$ cat src/rtl/tc_pkg.sv
package tc_pkg;
  localparam int WORD_W  = 8;
  localparam int STATE_W = 5;

  typedef enum logic [2:0] {
    ST_IDLE, ST_LEAD, ST_HIGH, ST_LOW, ST_TRAIL, ST_GAP
  } tc_state_e;

  function automatic int ceil_div(input int num, input int den);
    return (num + den - 1) / den;
  endfunction

  function automatic int max2(input int a, input int b);
    return (a > b) ? a : b;
  endfunction
endpackage

$ cat src/rtl/tc_timer.sv
module tc_timer #(
  parameter int W = 4
) (
  input  logic         clk_i,
  input  logic         rst_ni,
  input  logic         load_i,
  input  logic [W-1:0] val_i,
  output logic         done_o
);
  logic [W-1:0] cnt_q;

  always_ff @(posedge clk_i or negedge rst_ni) begin
    if (!rst_ni)              cnt_q <= '0;
    else if (load_i)          cnt_q <= val_i;
    else if (cnt_q != '0)     cnt_q <= cnt_q - 1'b1;
  end

  assign done_o = (cnt_q == '0);
endmodule

$ cat src/rtl/tc_shift.sv
module tc_shift #(
  parameter int W = 8
) (
  input  logic         clk_i,
  input  logic         rst_ni,
  input  logic         load_i,
  input  logic         shift_i,
  input  logic [W-1:0] data_i,
  output logic         msb_o
);
  logic [W-1:0] sr_q;

  always_ff @(posedge clk_i or negedge rst_ni) begin
    if (!rst_ni)       sr_q <= '0;
    else if (load_i)   sr_q <= data_i;
    else if (shift_i)  sr_q <= {sr_q[W-2:0], 1'b0};
  end

  assign msb_o = sr_q[W-1];
endmodule

$ cat src/rtl/tc_sel_decode.sv
module tc_sel_decode #(
  parameter int N     = 3,
  parameter int IDX_W = 2
) (
  input  logic [IDX_W-1:0] idx_i,
  output logic [N-1:0]     onehot_o
);
  for (genvar g = 0; g < N; g++) begin : g_sel
    assign onehot_o[g] = (int'(idx_i) == g);
  end
endmodule

$ cat src/rtl/tuner_ctl_master.sv
module tuner_ctl_master
  import tc_pkg::*;
#(
  parameter int N_TGT         = 3,
  parameter int TGT_W         = 2,
  parameter int CLK_PERIOD_PS = 8000,
  parameter int T_SCLK_MIN_PS = 38462,
  parameter int T_DSU_PS      = 13200,
  parameter int T_ESU_PS      = 19200,
  parameter int T_EHD_PS      = 19200,
  parameter int T_EOFF_PS     = 38400
) (
  input  logic               clk_i,
  input  logic               rst_ni,
  input  logic               req_valid_i,
  output logic               req_ready_o,
  input  logic [TGT_W-1:0]   req_tgt_i,
  input  logic [STATE_W-1:0] req_state_i,
  input  logic               req_stby_i,
  output logic               busy_o,
  output logic               err_o,
  output logic               sclk_o,
  output logic               sdat_o,
  output logic [N_TGT-1:0]   sen_o
);
  localparam int HALF_CYC  = max2(1, max2(ceil_div(T_SCLK_MIN_PS, 2 * CLK_PERIOD_PS),
                                          ceil_div(T_DSU_PS, CLK_PERIOD_PS)));
  localparam int SETUP_CYC = max2(1, ceil_div(T_ESU_PS, CLK_PERIOD_PS));
  localparam int HOLD_CYC  = max2(1, ceil_div(T_EHD_PS, CLK_PERIOD_PS));
  localparam int IDLE_CYC  = max2(1, ceil_div(T_EOFF_PS, CLK_PERIOD_PS));
  localparam int MAX_CYC   = max2(max2(HALF_CYC, SETUP_CYC), max2(HOLD_CYC, IDLE_CYC));
  localparam int TIM_W     = $clog2(MAX_CYC + 1);
  localparam int BIT_W     = $clog2(WORD_W);

  tc_state_e          st_q, st_d;
  logic               sclk_q, sclk_d;
  logic [BIT_W-1:0]   bit_q, bit_d;
  logic [N_TGT-1:0]   sen_q, sel_onehot;
  logic               err_q, err_d;
  logic               sen_set, sen_clr;
  logic               tm_ld, tm_done, sh_ld, sh_go, sh_msb;
  logic [TIM_W-1:0]   tm_val;
  logic               tgt_ok;

  assign tgt_ok = (int'(req_tgt_i) < N_TGT);

  tc_sel_decode #(.N(N_TGT), .IDX_W(TGT_W)) i_dec (
    .idx_i(req_tgt_i), .onehot_o(sel_onehot)
  );

  tc_timer #(.W(TIM_W)) i_tim (
    .clk_i, .rst_ni, .load_i(tm_ld), .val_i(tm_val), .done_o(tm_done)
  );

  tc_shift #(.W(WORD_W)) i_sh (
    .clk_i, .rst_ni, .load_i(sh_ld), .shift_i(sh_go),
    .data_i({2'b00, req_stby_i, req_state_i}), .msb_o(sh_msb)
  );

  always_comb begin
    st_d    = st_q;
    sclk_d  = sclk_q;
    bit_d   = bit_q;
    err_d   = 1'b0;
    sen_set = 1'b0;
    sen_clr = 1'b0;
    tm_ld   = 1'b0;
    tm_val  = '0;
    sh_ld   = 1'b0;
    sh_go   = 1'b0;
    unique case (st_q)
      ST_IDLE: if (req_valid_i) begin
        if (tgt_ok) begin
          sh_ld   = 1'b1;
          sen_set = 1'b1;
          bit_d   = '0;
          tm_ld   = 1'b1;
          tm_val  = TIM_W'(SETUP_CYC - 1);
          st_d    = ST_LEAD;
        end else begin
          err_d = 1'b1;
        end
      end
      ST_LEAD, ST_LOW: if (tm_done) begin
        sclk_d = 1'b1;
        tm_ld  = 1'b1;
        tm_val = TIM_W'(HALF_CYC - 1);
        st_d   = ST_HIGH;
      end
      ST_HIGH: if (tm_done) begin
        sclk_d = 1'b0;
        sh_go  = 1'b1;     // data moves on the falling edge
        tm_ld  = 1'b1;
        if (bit_q == BIT_W'(WORD_W - 1)) begin
          tm_val = TIM_W'(HOLD_CYC - 1);
          st_d   = ST_TRAIL;
        end else begin
          bit_d  = bit_q + 1'b1;
          tm_val = TIM_W'(HALF_CYC - 1);
          st_d   = ST_LOW;
        end
      end
      ST_TRAIL: if (tm_done) begin
        sen_clr = 1'b1;    // commit edge
        tm_ld   = 1'b1;
        tm_val  = TIM_W'(IDLE_CYC - 1);
        st_d    = ST_GAP;
      end
      ST_GAP: if (tm_done) st_d = ST_IDLE;
      default: st_d = ST_IDLE;
    endcase
  end

  always_ff @(posedge clk_i or negedge rst_ni) begin
    if (!rst_ni) begin
      st_q   <= ST_IDLE;
      sclk_q <= 1'b0;
      bit_q  <= '0;
      err_q  <= 1'b0;
      sen_q  <= '0;
    end else begin
      st_q   <= st_d;
      sclk_q <= sclk_d;
      bit_q  <= bit_d;
      err_q  <= err_d;
      if (sen_set)      sen_q <= sel_onehot;
      else if (sen_clr) sen_q <= '0;
    end
  end

  assign req_ready_o = (st_q == ST_IDLE);
  assign busy_o      = (st_q != ST_IDLE);
  assign err_o       = err_q;
  assign sclk_o      = sclk_q;
  assign sdat_o      = sh_msb & (|sen_q);
  assign sen_o       = sen_q;
endmodule

$ cat config.mk
export PLATFORM = sky130hd
export DESIGN_NAME = tuner_ctl_master
export DESIGN_NICKNAME = d
export VERILOG_FILES = /design/src/rtl/tc_pkg.sv /design/src/rtl/tc_timer.sv /design/src/rtl/tc_shift.sv /design/src/rtl/tc_sel_decode.sv /design/src/rtl/tuner_ctl_master.sv
export SDC_FILE = /design/constraint.sdc
export NUM_CORES = 1
export LEC_CHECK = 0
export ABC_AREA = 1
export BUFFER_PORTS_ARGS = -buffer_cell sky130_fd_sc_hd__clkbuf_2
export CORE_UTILIZATION = 59
export CTS_BUF_LIST = sky130_fd_sc_hd__clkbuf_4 sky130_fd_sc_hd__clkbuf_8 sky130_fd_sc_hd__clkbuf_16
export CTS_CLUSTER_DIAMETER = 150
export DETAILED_ROUTE_END_ITERATION = 10
export PLACE_DENSITY = 0.81
export REMOVE_ABC_BUFFERS = 1
export SLEW_MARGIN = 20
export SYNTH_ARGS = -nofsm -noshare
export SYNTH_HDL_FRONTEND = slang
export SYNTH_SLANG_ARGS = --single-unit
$ cat constraint.sdc
create_clock -name clk_i -period 4.75 [get_ports clk_i]
set_clock_uncertainty 0.15 [all_clocks]
set_input_delay 0.2375 -clock clk_i [delete_from_list [all_inputs] [get_ports clk_i]]
set_output_delay 0.2375 -clock clk_i [all_outputs]
set_load 0.005 [all_outputs]
==> metrics.yaml, run 1 <==
run_status: "finished clean"
launch_point_of_the_critical_path: "i_tim.cnt_q[0]"
timing.final.hold_violations: 0
clock_share_of_power: 0.175
setup_viol: 0
layout.cells.most_common: "nand2_1"
reg2reg_depth: 9
worstPathBufferInverterCount: 2
achievable-frequency_mhz: 465
yosys_register_bits: 22
path_clk_slew_ns: 0.13
core.rowCount: 15
holdWs_ns: 0.0289
clk-insertion-delay-late_ns: 0.30
h_tree_depth_reported_by_cts: 1
final_setup_tns_ns: 0
start_util: 0.662
pwr_density_cell_nw_per_um2: 613
startpoint_types: "register"
detail_route.first_pass.iterations: 4
regToRegSetupSlack_ns: 2.60
syn-instance-count: 139
timing_worst_setup_path_type: "reg2reg"
vias_per_cell: 5.37
clock_tree.root_cell: "clkbuf_4"
p_switching_uw: 339
post_synthesis_sequential_area_ratio: 0.462
hp-start: "req_tgt_i[1]"
pin_count: 19
measured_slew_at_the_worst_slew_check_pin_ns: 0.952
cellLeakagePower_uw: 0.000737
cap_violations: 0
antenna_left: 0
cts.sink_count: 22
drt_iter0_drc: 21
final_period_minus_worst_setup_slack_ns: 2.15
routed_wl_um: 2300
cts.path.max_buffers: 2
most_used_cells_in_the_layout_excluding_fill_and_tap_cells: "26 x nand2_1, 24 x nand3_1, 22 x inv_1, 22 x dfrtp_1, 18 x clkbuf_2"
finalMaxSlewViolations: 0
hold_path_class: "in2reg"
max-slew-margin-rel: 0.363
hold-path-endpoint: "sen_o[0]"
total_clock_buffers_created_by_cts: 3
cts_setup_buffers: 0
drive_gt1_frac: 0.226
dp.final_hpwl_um: 1700
final_cell_area_um2: 1350
worst-path-max-fanout: 14
critical-path-top-delay-family: "simple AND/OR/NAND/NOR gates"
cellInternalPower_uw: 487
synthesis.area_um2: 1190
timing.rr.end: "bit_q[0]"
final_core_util: 0.747
worstPathCellList: "inv_1 -> ha_1 -> inv_1 -> nor2_1 -> nand2_4 -> nand2_4 -> nand2_2 -> nand2_2 -> o21ai_2"
cp_data_required_time_ns: 4.81
crit-reg2reg-launch: "i_tim.cnt_q[0]"
layout-area-overhead-vs-synth_pct: 12.9
seq_power_share: 0.384
vias: 988
num-nets-final: 175
critical_path.slowest_cell: "nor2_1"
combinationalPowerShare: 0.441
floorplan.die.width_um: 47.0
grt_setup_unrepaired: "false"
dieHeight_um: 47.0
global_route.overflow_total: 0
grt_antenna_before_repair: 0
wire_per_inst_um: 12.5
core_um2: 1800
drc: 0
worst_path_largest_cell_delay_ns: 0.71
first_global_vias: 933
worst_ir_drop_vdd_v: 0.000409
globalRouteTotalUtil: 0.259
port_buffers: 18
synthesis.area_per_instance_um2: 8.58
final_min_period_over_clock_period: 0.453
detailed_place.area_um2: 1280
cp_data_arrival_time_ns: 2.21
gp_congestion: 0.823
grt_start_max_net_pins: 23
worst_hold_path.num_cells: 2
tritoncts: "done"
fp.dieArea_um2: 2200
number_of_filler_cells_placed_in_the_layout: 148
warnings_synthesis: 0
endpoint_kind: "register"
antenna_cells_inserted: 0
yosys.cell_types.count: 26
first_pass_grt_wire_length_um: 3950
p_sw_frac: 0.411
[metal layers]
layer  GRT usage  wire length, um
met5           0                0
met4       0.126               49
met3      0.0385               53
met2       0.425             1140
met1       0.337             1050
[cells by family (layout without fill, tap and decap cells)]
kind of cell	count (synthesis)	after routing	synth area share
simple gates	66	66	0.286
buf+inv	26	46	0.0976
flops	22	22	0.462
compound gates	20	20	0.105
fa+ha+maj	4	4	0.0420
xor+xnor	1	1	0.00735
[power groups by stage]
stage | Clock (uW) | Sequential (uW) | Combinational [uW]
4_1_cts | 147 | 318 | 367
5_1_grt | 156 | 329 | 413
2_1_floorplan | 0 | 312 | 268
3_3_place_gp | 0 | 318 | 347
6_report | 144 | 317 | 364
3_5_place_dp | 0 | 322 | 362
[registers in the layout (all words and copies together) (netlist names)]
| signal | flops |
|---|---|
| i_sh.sr_q | 8 |
| err_o | 1 |
| st_q | 3 |
| i_tim.cnt_q | 3 |
| sclk_o | 1 |
| sen_o | 3 |
| bit_q | 3 |
[worst reg2reg max path, cell delays in order, from the launching register on]
cell and delay (ns):
dfrtp_1 0.39, inv_1 0.11, ha_1 0.16, inv_1 0.04, nor2_1 0.71, nand2_4 0.18
nand2_4 0.14, nand2_2 0.07, nand2_2 0.06, o21ai_2 0.05
[area by class of cell]
class,instances,area (um2),area share
inverters,23,86.3,0.0641
flip-flops and latches,22,551,0.409
clock inverters,1,30.0,0.0223
multi-input cells,91,526,0.390
clock buffers,3,22.5,0.0167
repair buffers,19,100,0.0743
well taps,25,31.3,0.0232
[what timing repair did]
item / in CTS / in global routing
hold buffers: 1 / 0
gates resized for setup: 0 / 0
setup endpoints to repair: 0 / 0
hold endpoints to repair: 22 / 0
[worst max-delay path by stage]
stage	end	slack, ns	depth (start not counted)
after floorplan	bit_q[0]	2.93	9
after global placement	bit_q[0]	2.72	9
after detailed placement	bit_q[0]	2.62	9
after CTS	bit_q[0]	2.59	9
after global routing	bit_q[1]	2.32	8
final	bit_q[0]	2.60	9
[cell usage after synthesis, drive strengths merged]
| cell | n | share of area |
|---|---|---|
| nand2 | 32 | 0.13 |
| nand3 | 25 | 0.11 |
| inv | 23 | 0.072 |
| dfrtp | 22 | 0.46 |
| o21ai | 9 | 0.044 |
| nor2 | 5 | 0.018 |
| ha | 4 | 0.042 |
| o22ai | 4 | 0.021 |
| a21oi | 3 | 0.016 |
| buf | 3 | 0.025 |
| o211ai | 3 | 0.019 |
| nor3 | 2 | 0.018 |
| a31oi | 1 | 0.0052 |
| nand4 | 1 | 0.0052 |
| nor4 | 1 | 0.010 |
| xor2 | 1 | 0.0073 |
[per-stage QoR]
stage	cells	setup slack, ns	power (uW)
finish	184	2.60	826
global route	184	2.32	898
CTS	184	2.59	831
detailed placement	179	2.62	684
global placement	179	2.72	666
floorplan	136	2.93	580
Power figures use the tool's default switching activity.
==> run 2, diff against run 1 <==
--- a/config.mk
+++ b/config.mk
@@ -5,13 +5,13 @@
 export SDC_FILE = /design/constraint.sdc
 export NUM_CORES = 1
 export LEC_CHECK = 0
-export ABC_AREA = 1
+export ABC_AREA = 0
 export BUFFER_PORTS_ARGS = -buffer_cell sky130_fd_sc_hd__clkbuf_2
-export CORE_UTILIZATION = 59
+export CORE_UTILIZATION = 55
 export CTS_BUF_LIST = sky130_fd_sc_hd__clkbuf_4 sky130_fd_sc_hd__clkbuf_8 sky130_fd_sc_hd__clkbuf_16
 export CTS_CLUSTER_DIAMETER = 150
 export DETAILED_ROUTE_END_ITERATION = 10
-export PLACE_DENSITY = 0.81
+export PLACE_DENSITY = 0.76
 export REMOVE_ABC_BUFFERS = 1
 export SLEW_MARGIN = 20
 export SYNTH_ARGS = -nofsm -noshare
==> constraint.sdc (replaced) <==
create_clock -name clk_i -period 2.25 [get_ports clk_i]
set_clock_uncertainty 0.15 [all_clocks]
set_input_delay 0.1125 -clock clk_i [delete_from_list [all_inputs] [get_ports clk_i]]
set_output_delay 0.1125 -clock clk_i [all_outputs]
set_load 0.005 [all_outputs]
==> run 2 against run 1 <==
Effect of this change:
- global-route usage is 1.6 points lower
- total power increased by 110%
- core utilization is 2.3 points lower
- count of clock-buffer cells in the layout up 1
- final cell count decreased by 5.4%
- final area increased by 8.8%
- wire length increased by 12%
- register-to-register slack worse by 2.2 ns
- setup slack got worse by 2.2 ns
==> metrics.yaml, run 2 <==
pwr_density_cell_nw_per_um2: 1190  # +95%
synth.cells.most_frequent: "22 x dfrtp_1, 11 x o21ai_0, 7 x nand3_1, 6 x inv_1"
crit-reg2reg-launch: "st_q[2]"
core_um2: 2020  # +12%
synthesis.area_um2: 1220  # +2.6%
reg2reg_depth: 3  # -6
p_sw_frac: 0.401  # -0.00975
cts-hold-fix-buffers: 9  # +8
worstPathCellList: "or4b_4 -> o22ai_2 -> a31oi_1"
drive_gt1_frac: 0.231  # +0.00488
main_combinational_cell_family_by_area_after_synthesis: "compound AO/OA/AOI/OAI gates"
ctsResizeCount: 0  # unchanged
holdWs_ns: 0.0721  # +0.0432 ns
critical_path.slowest_cell: "or4b_4"
layout.cells.most_common: "dfrtp_1"
synthesis.area_per_instance_um2: 10.2  # +19%
final_setup_tns_ns: 0  # unchanged
vias_per_cell: 5.90  # +9.8%
total_clock_buffers_created_by_cts: 3  # unchanged
clock_tree.root_cell: "clkbuf_4"
final_period_minus_worst_setup_slack_ns: 1.85  # -0.303 ns
port_buffers: 18  # unchanged
startpoint_types: "register"
wire_per_inst_um: 14.8  # +18%
setup_viol: 0  # unchanged
grt_setup_unrepaired: "false"
cts.sink_count: 22  # unchanged
core.rowCount: 16  # +1
largest_register: "i_sh.sr_q"
layout-area-overhead-vs-synth_pct: 19.7
max-slew-margin-rel: 0.635  # +0.272
worst_hold_path.num_cells: 3  # +1
pin_count: 19  # unchanged
synth_simple_gate_area_share: 0.197  # -0.0891
number_of_filler_cells_placed_in_the_layout: 152  # +2.7%
first_global_vias: 972  # +4.2%
path_clk_slew_ns: 0.12  # about the same
regToRegSetupSlack_ns: 0.40  # -2.20 ns
synth_compound_area_frac: 0.253  # +0.148
cts.path.max_buffers: 2  # unchanged
cp_data_arrival_time_ns: 1.90  # -0.31 ns
dieHeight_um: 49.2  # +4.7%
num-nets-final: 163  # -6.9%
p_switching_uw: 702  # +110%
warnings_synthesis: 0  # unchanged
worst-path-max-fanout: 14  # unchanged
seq_power_share: 0.422  # +0.038
h_tree_depth_reported_by_cts: 1  # unchanged
dp.final_hpwl_um: 1770  # +3.9%
synth-adder-area-share: 0.0491  # +0.00711
yosys_register_bits: 22  # unchanged
most_used_cells_in_the_layout_excluding_fill_and_tap_cells: "22 x dfrtp_1, 18 x clkbuf_2, 11 x o21ai_0, 9 x dlygate4sd3_1, 7 x nand3_1"
routed_wl_um: 2570  # +12%
tritoncts: "done"
ys_top_cells_by_area: "dfrtp_1 45%, o21ai_0 4.5%, ha_1 4.1%, a2bb2oi_1 3.6%, a32oi_1 3.6%"
worst_path_largest_cell_delay_ns: 0.65  # -0.06 ns
global_route.overflow_total: 0  # unchanged
yosysTopAreaCell: "dfrtp_1"
first_pass_grt_wire_length_um: 4510  # +14%
antenna_cells_inserted: 0  # unchanged
measured_slew_at_the_worst_slew_check_pin_ns: 0.547  # -0.404 ns
hold-path-endpoint: "err_o"
finalMaxSlewViolations: 0  # unchanged
cts_setup_buffers: 0  # unchanged
synth_top_flop_cell: "dfrtp_1"
fp.dieArea_um2: 2420  # +9.7%
vias: 1026  # +3.8%
syn-instance-count: 120  # -14%
worst_ir_drop_vdd_v: 0.000802  # +96%
yosys.cell_count.top_type: "dfrtp_1"
drt_iter0_drc: 25  # +19%
detail_route.first_pass.iterations: 4  # unchanged
synth_mux_area_frac: 0  # unchanged
antenna_left: 0  # unchanged
cp_data_required_time_ns: 2.30  # -2.51 ns
cap_violations: 0  # unchanged
run_status: "finished clean"
synth_top_area_frac: 0.450  # -0.0118
timing.final.hold_violations: 0  # unchanged
synth-async-reset-ratio: 1.00  # unchanged
clk-insertion-delay-late_ns: 0.32  # +0.02 ns
gp_congestion: 0.795  # -3.4%
cellLeakagePower_uw: 0.000626  # -15%
hold_path_class: "in2reg"
combinationalPowerShare: 0.451  # +0.010
globalRouteTotalUtil: 0.244  # -0.0158
final_min_period_over_clock_period: 0.822  # +0.369
timing.rr.end: "bit_q[0]"
floorplan.die.width_um: 49.2  # +4.7%
grt_start_max_net_pins: 23  # unchanged
clock_share_of_power: 0.128  # -0.047
grt_antenna_before_repair: 0  # unchanged
endpoint_kind: "register"
drc: 0  # unchanged
start_util: 0.605  # -0.0566
synth-edff-count: 0  # unchanged
timing_worst_setup_path_type: "reg2reg"
achievable-frequency_mhz: 541  # +16%
yosys.area_share.xor_xnor: 0.00716  # -0.000188
hp-start: "req_valid_i"
yosys.cell_types.count: 42  # +62%
flip_flop_count_of_the_largest_register_after_layout: 8  # unchanged
post_synthesis_sequential_area_ratio: 0.450  # -0.0118
cellInternalPower_uw: 1050  # +120%
==> run 2: worst max-delay path by stage <==
stage,depth (start not counted),slack [ns],start,end
2_1_floorplan,5,0.43,i_tim.cnt_q[0],sen_o[0]
3_3_place_gp,3,0.45,st_q[2],bit_q[0]
3_5_place_dp,3,0.43,st_q[2],bit_q[0]
4_1_cts,3,0.40,st_q[2],bit_q[0]
5_1_grt,3,0.31,st_q[2],bit_q[0]
6_report,3,0.40,st_q[2],bit_q[0]
==> run 2: per-stage QoR <==
step / worst slack, ns / total power, uW / cell area [um2] / util / cells
6_report: 0.402 / 1750 / 1470 / 0.725 / 174
5_1_grt: 0.307 / 1890 / 1470 / 0.725 / 174
4_1_cts: 0.400 / 1750 / 1470 / 0.725 / 174
3_5_place_dp: 0.429 / 1520 / 1340 / 0.662 / 161
3_3_place_gp: 0.450 / 1490 / 1340 / 0.662 / 161
2_1_floorplan: 0.426 / 1250 / 1190 / - / 113
==> run 2: cell type report <==
| class | instances | area, um2 | share of cell area |
|---|---|---|---|
| multi-input cells | 85 | 619 | 0.423 |
| well taps | 27 | 33.8 | 0.0231 |
| inverters | 6 | 22.5 | 0.0154 |
| flip-flops and latches | 22 | 551 | 0.376 |
| repair buffers | 30 | 203 | 0.138 |
| clock buffers | 4 | 36.3 | 0.0248 |
==> run 2: critical path: cells and delay by family (launching register included) <==
| family | cells | cell delay, ns |
|---|---|---|
| AND/OR/NAND/NOR | 1 | 0.65 |
| AO/OA/AOI/OAI | 2 | 0.37 |
| flip-flops | 1 | 0.56 |
==> run 2: power by group through the flow <==
| stage | Combinational (uW) | Clock, uW | Sequential [uW] |
|---|---|---|---|
| after global routing | 881 | 242 | 765 |
| final | 789 | 223 | 738 |
| after detailed placement | 776 | 0 | 741 |
| after global placement | 757 | 0 | 735 |
| after floorplan | 545 | 0 | 709 |
| after CTS | 790 | 226 | 733 |
==> run 2: per-layer routing <==
layer / global-route usage / vias to the layer above / part of all wire
li1: - / 500 / -
met1: 0.323 / 492 / 0.45
met2: 0.404 / 28 / 0.50
met3: 0.0343 / 6 / 0.031
met4: 0.0882 / 0 / 0.019
met5: 0 / - / 0
==> run 2: kinds of logic after synthesis <==
kind of cell / count (synthesis)
AO/OA/AOI/OAI: 43
XOR/XNOR: 1
adder cells (fa/ha/maj): 5
buffers and inverters: 13
flip-flops: 22
AND/OR/NAND/NOR: 36
